## config.mk

```make
export PLATFORM = sky130hd
export DESIGN_NAME = tmr_cmp_top
export DESIGN_NICKNAME = d
export VERILOG_FILES = /design/src/rtl/tmr_cmp_pkg.sv /design/src/rtl/tmr_cmp_counter.sv /design/src/rtl/tmr_cmp_chan.sv /design/src/rtl/tmr_cmp_vec.sv /design/src/rtl/tmr_cmp_top.sv
export SDC_FILE = /design/constraint.sdc
export NUM_CORES = 1
export LEC_CHECK = 0
export CORE_MARGIN = 4
export CORE_UTILIZATION = 63
export DETAILED_ROUTE_END_ITERATION = 8
export GPL_ROUTABILITY_DRIVEN = 0
export PLACE_DENSITY = 0.86
export SLEW_MARGIN = 30
export SYNTH_ARGS = -nofsm -noshare
export SYNTH_HDL_FRONTEND = slang
export SYNTH_SLANG_ARGS = --single-unit
```

## constraint.sdc

```tcl
create_clock -name clk -period 2.91 [get_ports clk]
set_input_delay 0.291 -clock clk [delete_from_list [all_inputs] [get_ports clk]]
set_output_delay 0.291 -clock clk [all_outputs]
set_load 0.005 [all_outputs]
```

## src/rtl/tmr_cmp_pkg.sv

```systemverilog
package tmr_cmp_pkg;
  localparam int unsigned ADDR_W = 4;

  localparam logic [ADDR_W-1:0] A_CTL = 4'd0;
  localparam logic [ADDR_W-1:0] A_CNT = 4'd1;
  localparam logic [ADDR_W-1:0] A_VEC = 4'd2;
  localparam int unsigned A_CCR_BASE  = 4;
  localparam int unsigned A_CCTL_BASE = 8;

  // control word bits
  localparam int unsigned B_RUN  = 0;
  localparam int unsigned B_CLR  = 1;
  localparam int unsigned B_OVIE = 2;
  localparam int unsigned B_OVFL = 3;

  // slot control word bits
  localparam int unsigned B_IE   = 0;
  localparam int unsigned B_FLAG = 1;

  typedef logic [7:0] vcode_t;

  // code reported for shared source slot (slot 0 = compare 1, last = overflow)
  function automatic vcode_t src_code(input int unsigned slot);
    return vcode_t'(2 * (slot + 1));
  endfunction

  // flag update: a match beats any write or clear in the same cycle
  function automatic logic flag_next(input logic cur, input logic set,
                                     input logic wr, input logic wval,
                                     input logic clr);
    if (set) return 1'b1;
    if (wr)  return wval;
    if (clr) return 1'b0;
    return cur;
  endfunction
endpackage

```

## src/rtl/tmr_cmp_counter.sv

```systemverilog
module tmr_cmp_counter #(
  parameter int unsigned W = 16
) (
  input  logic         clk,
  input  logic         rst_n,
  input  logic         step,
  input  logic         clr,
  input  logic [W-1:0] top,
  output logic [W-1:0] cnt,
  output logic         wrap
);
  function automatic logic [W-1:0] advance(input logic [W-1:0] c,
                                           input logic [W-1:0] t);
    return (c == t) ? '0 : c + W'(1);
  endfunction

  assign wrap = step && (cnt == top);

  always_ff @(posedge clk) begin
    if (!rst_n)    cnt <= '0;
    else if (clr)  cnt <= '0;
    else if (step) cnt <= advance(cnt, top);
  end
endmodule

```

## src/rtl/tmr_cmp_chan.sv

```systemverilog
module tmr_cmp_chan import tmr_cmp_pkg::*; #(
  parameter int unsigned W = 16
) (
  input  logic         clk,
  input  logic         rst_n,
  input  logic         step,
  input  logic [W-1:0] cnt,
  input  logic         wr_ccr,
  input  logic [W-1:0] wdata,
  input  logic         wr_ctl,
  input  logic         ctl_ie,
  input  logic         ctl_flag,
  input  logic         ext_clr,
  output logic [W-1:0] ccr,
  output logic         ie,
  output logic         flag,
  output logic         hit
);
  assign hit = step && (cnt == ccr);

  always_ff @(posedge clk) begin
    if (!rst_n) begin
      ccr  <= '0;
      ie   <= 1'b0;
      flag <= 1'b0;
    end else begin
      if (wr_ccr) ccr <= wdata;
      if (wr_ctl) ie  <= ctl_ie;
      flag <= flag_next(flag, hit, wr_ctl, ctl_flag, ext_clr);
    end
  end
endmodule

```

## src/rtl/tmr_cmp_vec.sv

```systemverilog
module tmr_cmp_vec import tmr_cmp_pkg::*; #(
  parameter int unsigned NSRC = 4
) (
  input  logic [NSRC-1:0] pend,
  output vcode_t          code,
  output logic [NSRC-1:0] pick
);
  // lowest index wins: scan from the top so the last hit is the winner
  always_comb begin
    code = '0;
    pick = '0;
    for (int i = NSRC - 1; i >= 0; i--) begin
      if (pend[i]) begin
        code    = src_code(unsigned'(i));
        pick    = '0;
        pick[i] = 1'b1;
      end
    end
  end
endmodule

```

## src/rtl/tmr_cmp_top.sv

```systemverilog
module tmr_cmp_top import tmr_cmp_pkg::*; #(
  parameter int unsigned W   = 16,
  parameter int unsigned NCH = 4
) (
  input  logic              clk,
  input  logic              rst_n,
  input  logic              tick,
  input  logic              bus_wr,
  input  logic              bus_rd,
  input  logic [ADDR_W-1:0] bus_addr,
  input  logic [W-1:0]      bus_wdata,
  output logic [W-1:0]      bus_rdata,
  input  logic              ack0,
  output logic              irq_ch0,
  output logic              irq_shared
);
  localparam int unsigned NSRC = NCH;  // slots 1..NCH-1 plus overflow

  logic                    run_q, ovie_q, ovfl_q;
  logic                    ctl_wr, clr_pulse, step, vec_rd, wrap, ovf_clr;
  logic [W-1:0]            cnt_q;
  logic [NCH-1:0][W-1:0]   ccr_q;
  logic [NCH-1:0]          ie_q, flag_q, hit, chan_wr, ccr_wr, ch_clr;
  logic [NSRC-1:0]         pend, pick;
  vcode_t                  vec_code;

  // named bus events
  assign ctl_wr    = bus_wr && (bus_addr == A_CTL);
  assign clr_pulse = ctl_wr && bus_wdata[B_CLR];
  assign vec_rd    = bus_rd && (bus_addr == A_VEC);
  assign step      = tick && run_q;

  tmr_cmp_counter #(.W(W)) u_cnt (
    .clk  (clk),
    .rst_n(rst_n),
    .step (step),
    .clr  (clr_pulse),
    .top  (ccr_q[0]),
    .cnt  (cnt_q),
    .wrap (wrap)
  );

  for (genvar k = 0; k < NCH; k++) begin : g_ch
    localparam logic [ADDR_W-1:0] A_CCR  = ADDR_W'(A_CCR_BASE + k);
    localparam logic [ADDR_W-1:0] A_CCTL = ADDR_W'(A_CCTL_BASE + k);

    assign ccr_wr[k]  = bus_wr && (bus_addr == A_CCR);
    assign chan_wr[k] = bus_wr && (bus_addr == A_CCTL);

    if (k == 0) begin : g_ded
      assign ch_clr[k] = ack0;
    end else begin : g_shr
      assign ch_clr[k]  = vec_rd && pick[k-1];
      assign pend[k-1]  = flag_q[k] && ie_q[k];
    end

    tmr_cmp_chan #(.W(W)) u_ch (
      .clk     (clk),
      .rst_n   (rst_n),
      .step    (step),
      .cnt     (cnt_q),
      .wr_ccr  (ccr_wr[k]),
      .wdata   (bus_wdata),
      .wr_ctl  (chan_wr[k]),
      .ctl_ie  (bus_wdata[B_IE]),
      .ctl_flag(bus_wdata[B_FLAG]),
      .ext_clr (ch_clr[k]),
      .ccr     (ccr_q[k]),
      .ie      (ie_q[k]),
      .flag    (flag_q[k]),
      .hit     (hit[k])
    );
  end

  assign pend[NSRC-1] = ovfl_q && ovie_q;
  assign ovf_clr      = vec_rd && pick[NSRC-1];

  tmr_cmp_vec #(.NSRC(NSRC)) u_vec (
    .pend(pend),
    .code(vec_code),
    .pick(pick)
  );

  always_ff @(posedge clk) begin
    if (!rst_n) begin
      run_q  <= 1'b0;
      ovie_q <= 1'b0;
      ovfl_q <= 1'b0;
    end else begin
      if (ctl_wr) begin
        run_q  <= bus_wdata[B_RUN];
        ovie_q <= bus_wdata[B_OVIE];
      end
      ovfl_q <= flag_next(ovfl_q, wrap, ctl_wr, bus_wdata[B_OVFL], ovf_clr);
    end
  end

  assign irq_ch0    = flag_q[0] && ie_q[0];
  assign irq_shared = |pend;

  always_comb begin
    bus_rdata = '0;
    if (bus_addr == A_CTL) bus_rdata = W'({ovfl_q, ovie_q, 1'b0, run_q});
    if (bus_addr == A_CNT) bus_rdata = cnt_q;
    if (bus_addr == A_VEC) bus_rdata = W'(vec_code);
    for (int k = 0; k < NCH; k++) begin
      if (bus_addr == ADDR_W'(A_CCR_BASE + k))  bus_rdata = ccr_q[k];
      if (bus_addr == ADDR_W'(A_CCTL_BASE + k)) bus_rdata = W'({flag_q[k], ie_q[k]});
    end
  end
endmodule

```

# --- After elaboration in Yosys (flattened, before gate mapping) ---
# Cells that the tools add are included.
word_totals:
  regBits: 91
  latchBits: 0
  mem_bits_rw: 0
  rom_bits: 0
  in_bits: 26
  out_inout_bits: 18
  wordCells: 157
  memories: 0
classes:
  addsub: 1
  mul: 0
  n_div: 0
  magnitude_cmp: 0
  eq_ne: 14
  shifts: 0
  mux: 92
  n_bitwise: 1
  reduce_logical: 33
ops:
  columns: ["operator", "count"]
  rows:
  - ["$mux 16", 11]
  - ["$mux 1", 72]
  - ["$eq 16x16->1", 4]
  - ["$mux 4", 9]
  - ["$logic_and 1x1->1", 25]
  - ["$add 16x1->16 const B", 1]
  - ["$eq 4x3->1 const B", 4]
  - ["$eq 4x4->1 const B", 4]
  - ["$reduce_bool 3->1", 5]
  - ["$eq 4x1->1 const B", 1]
  - ["$eq 4x2->1 const B", 1]
  - ["$logic_not 4->1", 1]
  - ["$reduce_or 4->1", 1]
  - ["$reduce_or 2->1", 1]
  - ["$not 1->1", 1]

# --- Longest topological paths before layout ---
# Gate-level depths: netlist of run 1.
depth:
  word_depth: 14
  ltp_mapped: 8
  ltp_nobuf: 6

# --- Modules after synthesis ---
# From an unflattened synthesis of run 1, not the netlist that was laid out.
hier_totals:
  cells_unflattened: 649
  hier_area_um2: 5640.4
modules_own_cells:
  columns: ["module", "n_inst", "cells_per_inst", "area_per_inst_um2", "seq_area_each_um2"]
  rows:
  - ["tmr_cmp_chan", 4, 90, 865.8, 360.3]
  - ["tmr_cmp_top", 1, 169, 1164.9, 60.1]
  - ["tmr_cmp_counter", 1, 105, 910.9, 320.3]
  - ["tmr_cmp_vec", 1, 15, 101.3, 0.0]

# --- Worst setup path after synthesis of run 1 ---
# OpenSTA, ideal clock, no wires.
synth_timing:
  path_kind: "input to output"
  start: "input bus_addr[1]"
  end: "output bus_rdata[2]"
  arrival_time_ps: 1406
  required_time_ps: 2619
  slack_ps: 1213
  cell_stages: 6
  path_cell_list: "buf_2 buf_2 buf_4 a2111oi_0 o22ai_1 o21ai_0"
synth_via:
  elab_chain_cells: 12
  elab_cells_between_ends: 22
  classes_between: "eq/ne: 10; mux: 11; reduce/logical: 1"
synth_rtl:
  columns: ["item", "line", "rtl"]
  rows:
  - ["start, declared", "tmr_cmp_top.sv:10", "input logic [ADDR_W-1:0] bus_addr,"]
  - ["$logic_not 4->1", "tmr_cmp_top.sv:103", "if (bus_addr == A_CTL) bus_rdata = W'({ovfl_q, ovie_q, 1'b0, run_q});"]
  - ["$mux 4", "tmr_cmp_top.sv:103", null]
  - ["$mux 16", "tmr_cmp_top.sv:104", "if (bus_addr == A_CNT) bus_rdata = cnt_q;"]
  - ["$mux 16", "tmr_cmp_top.sv:105", "if (bus_addr == A_VEC) bus_rdata = W'(vec_code);"]
  - ["$mux 16", "tmr_cmp_top.sv:107", "if (bus_addr == ADDR_W'(A_CCR_BASE + k)) bus_rdata = ccr_q[k];"]
  - ["$mux 16", "tmr_cmp_top.sv:108", "if (bus_addr == ADDR_W'(A_CCTL_BASE + k)) bus_rdata = W'({flag_q[k], ie_q[k]});"]
  - ["$mux 16", "tmr_cmp_top.sv:107", null]
  - ["$mux 16", "tmr_cmp_top.sv:108", null]
  - ["$mux 16", "tmr_cmp_top.sv:107", null]
  - ["$mux 16", "tmr_cmp_top.sv:108", null]
  - ["$mux 16", "tmr_cmp_top.sv:107", null]
  - ["$mux 16 *", "tmr_cmp_top.sv:108", null]
  - ["end, declared", "tmr_cmp_top.sv:12", "output logic [W-1:0] bus_rdata,"]
# Mark *: on every way between the ends. The rest lies on a longest branch, timed or not.

# --- Final worst setup path of run 1 ---
layout_timing:
  start: "input bus_addr[0]"
  end: "output bus_rdata[14]"
layout_via:
  elab_chain_cells: 11
  elab_cells_between_ends: 20
  classes_between: "eq/ne: 10; mux: 10"
layout_rtl:
  columns: ["item", "line"]
  rows:
  - ["$eq 4x1->1", "tmr_cmp_top.sv:104"]
  - ["$mux 16", "tmr_cmp_top.sv:104"]
  - ["$mux 16", "tmr_cmp_top.sv:105"]
  - ["$mux 16", "tmr_cmp_top.sv:107"]
  - ["$mux 16", "tmr_cmp_top.sv:108"]
  - ["$mux 16", "tmr_cmp_top.sv:107"]
  - ["$mux 16", "tmr_cmp_top.sv:108"]
  - ["$mux 16", "tmr_cmp_top.sv:107"]
  - ["$mux 16", "tmr_cmp_top.sv:108"]
  - ["$mux 16", "tmr_cmp_top.sv:107"]
  - ["$mux 16 *", "tmr_cmp_top.sv:108"]
# Marked as above.

==> results of run 1 <==
[sequential cells by signal, summed over array words and instances (netlist names)]
| name | cells |
|---|---|
| g_ch.u_ch.flag | 4 |
| ovie_q | 1 |
| u_cnt.cnt | 16 |
| g_ch.u_ch.ie | 4 |
| g_ch.u_ch.ccr | 64 |
| run_q | 1 |
| ovfl_q | 1 |
[final timing paths]
| path | startpoint | end | slack (ns) | cells past startpoint |
|---|---|---|---|---|
| setup reg to reg | u_cnt.cnt[1]$_SDFFE_PP0P_ | u_cnt.cnt[14]$_SDFFE_PP0P_ | 0.81 | 5 |
| hold reg to reg | g_ch[0].u_ch.ccr[4]$_SDFFE_PN0P_ | g_ch[0].u_ch.ccr[4]$_SDFFE_PN0P_ | 0.48 | 2 |
| setup / recovery | bus_addr[0] | bus_rdata[14] | 0.16 | 7 |
| hold / removal | g_ch[0].u_ch.ccr[4]$_SDFFE_PN0P_ | g_ch[0].u_ch.ccr[4]$_SDFFE_PN0P_ | 0.48 | 2 |
[worst reg2reg max path, cell delays in order, from the launching register on]
cell     delay [ns]
dfxtp_1        0.64
xor2_1         0.14
nor4_1         0.32
nand4_1        0.19
o21ai_2        0.56
nor2_1         0.12
[power by group]
group | leakage [nW] | total [mW] | switching, mW | internal, mW
registers | 0.734 | 1.27 | 0.0154 | 1.26
logic | 1.37 | 0.229 | 0.140 | 0.0893
clock network | 0.102 | 0.948 | 0.444 | 0.503
total | 2.21 | 2.45 | 0.600 | 1.85
[cell usage after synthesis (all sizes together), types with 4 or more instances]
cell / count / area, um2
nand2: 154 / 578
dfxtp: 91 / 1820
a21oi: 90 / 450
xor2: 59 / 517
nor2: 48 / 188
buf: 34 / 198
o21ai: 31 / 159
clkbuf: 22 / 83.8
xnor2: 20 / 175
mux2i: 19 / 190
a22oi: 16 / 120
nand3: 15 / 75.1
nor3: 11 / 60.1
nand4: 9 / 56.3
nor4: 9 / 56.3
nand2b: 7 / 43.8
inv: 5 / 18.8
o22ai: 5 / 31.3
and3: 4 / 25.0
[cell type report]
| cell class | count | share of cell area |
|---|---|---|
| Clock buffer | 11 | 0.0247 |
| Clock inverter | 4 | 0.0131 |
| Inverter | 6 | 0.00394 |
| Multi-Input combinational cell | 529 | 0.522 |
| Sequential cell | 91 | 0.319 |
| Tap cell | 102 | 0.0223 |
| Timing Repair Buffer | 57 | 0.0958 |
[per-layer routing]
| metal | track usage | vias up | routed length [um] |
|---|---|---|---|
| li1 | - | 2323 | - |
| met5 | 0 | - | 0 |
| met4 | 0.109 | 0 | 382 |
| met3 | 0.0614 | 43 | 1520 |
| met1 | 0.425 | 2330 | 6180 |
| met2 | 0.466 | 315 | 6570 |
[through the flow]
stage	util	total power, mW	std cells	cell area, um2	hold WS, ns
floorplan	-	1.43	682	5110	0.426
CTS	0.733	2.44	800	5720	0.485
finish	0.733	2.45	800	5720	0.485
detailed placement	0.705	1.52	785	5500	0.474
global placement	0.705	1.52	785	5500	0.470
global route	0.733	2.51	800	5720	0.511
[kinds of logic after synthesis]
kind of cell | Yosys count | share of synthesized area
buf+inv | 62 | 0.0595
flops | 91 | 0.357
simple gates | 271 | 0.231
fa+ha+maj | 1 | 0.00245
mux | 20 | 0.0416
xor+xnor | 79 | 0.135
compound gates | 158 | 0.173
==> run metrics, run 1 <==
GRT Residual Overflow 0; chip width between 90 and 100 um; Final Skew 0.00937 ns; sequential area share after synthesis 0.357; initial antenna violation count 0; crit path time final roughly 2.8 ns; final wirelength between 10000 and 15000 um; Core Rows 32; 1st-pass router iterations 5; CP cell instances clkdlybuf4s50_1 -> nand2b_1 -> nor3_1 -> buf_4 -> a22oi_1 -> o21ai_0 -> clkdlybuf4s50_1; Port Buffers 43; max incr delay on CP 0.71 ns; Crit. End Element primary output; Synth Instances 682; Netlist cell types 48; peak supply drop around 0.33 mV; CP Launch Type input port; area growth from synthesis to layout 12.0%; root buf cell clkbuf_8; Reg clk slew, reported paths roughly 0.080 ns; commonest cells after routing, fill and taps aside nand2_1, dfxtp_1, a21oi_1; type of the tightest min-delay check register to register; crit path kind input port to primary output; yosys warns 0; core area 0.00781 mm2; register area 0.00182 mm2; Final WS setup between 0.15 and 0.2 ns; Max-slew headroom 0.548; antenna fix cells 0; unrepaired setup endpoints after global routing false; Post-route DRC 0; die height 98.1 um; Via Count between 5000 and 6000; placed wire-length estimate 10700 um; Buffers & Inverters on Critical Path 3; Pwr Density 428 mW/mm2; syn_nets 709; dpl ws roughly 0.21 ns; Worst Tran Pin Value between 0.6 and 0.7 ns; Max-Cap Viols 0; status completed; worst skew pair latency approximately 0.36 ns; CTS H-tree depth 3; Top cell by count, worst path clkdlybuf4s50_1; ys flop type dfxtp_1; setup TNS 0 ns; LEAKAGE between 2 and 2.5 nW; cell area after synthesis about 0.0051 mm2; Hold-fix buffers, CTS 0; CTS Sinks 91; effective utilization at floorplan 0.654; postcts setup bufs 0; first-pass GRT wire length between 20000 and 25000 um; CP max FO 12; final worst-path cycle share 0.946; vias in the first global route 4638; Post-Syn Area per Cell roughly 7.5 um2; CTS resizes 0; largest net degree at the start of global routing 34; clock buffer count from CTS 9; max-slew violations 0; WP data arrival between 2 and 2.5 ns; Crit path max-delay family buffers and inverters; io pins 44; Final Hold Vio Count 0; post-DR vias/cell 6.26; Worst path slowest cell clkdlybuf4s50_1; fill count roughly 580; CTS tree done; Global Route Usage Sum 0.304; synthesized flop and latch total 91; final setup fails 0; share of cells above drive strength 1 0.0544; Req. time, crit path ~2.6 ns; Avg WL per Cell approximately 18 um; fin nets a little over 700; final antenna-violating net count 0; Iter 0 DRT Violations ~640; Post-synth EDFFs 0; Async SR Flop Fraction 0; commonest non-fill, non-tap cell in the layout nand2_1; footprint of the multi-input gates about 0.003 mm2; clk buf depth 2; fmax 0.363 GHz; Die Area roughly 0.0096 mm2
No activity file was read; power rests on OpenSTA's default activity.
==> inputs of run 2 (changes only) <==
- GPL_TIMING_DRIVEN: unset -> 1
==> results of run 2 <==
No change in the layout: final DEF, timing and power equal those of run 1.
==> inputs of run 3 (changes only) <==
- SLEW_MARGIN: 30 -> 20
==> results of run 3 <==
No change in the layout: final DEF, timing and power equal those of run 1.
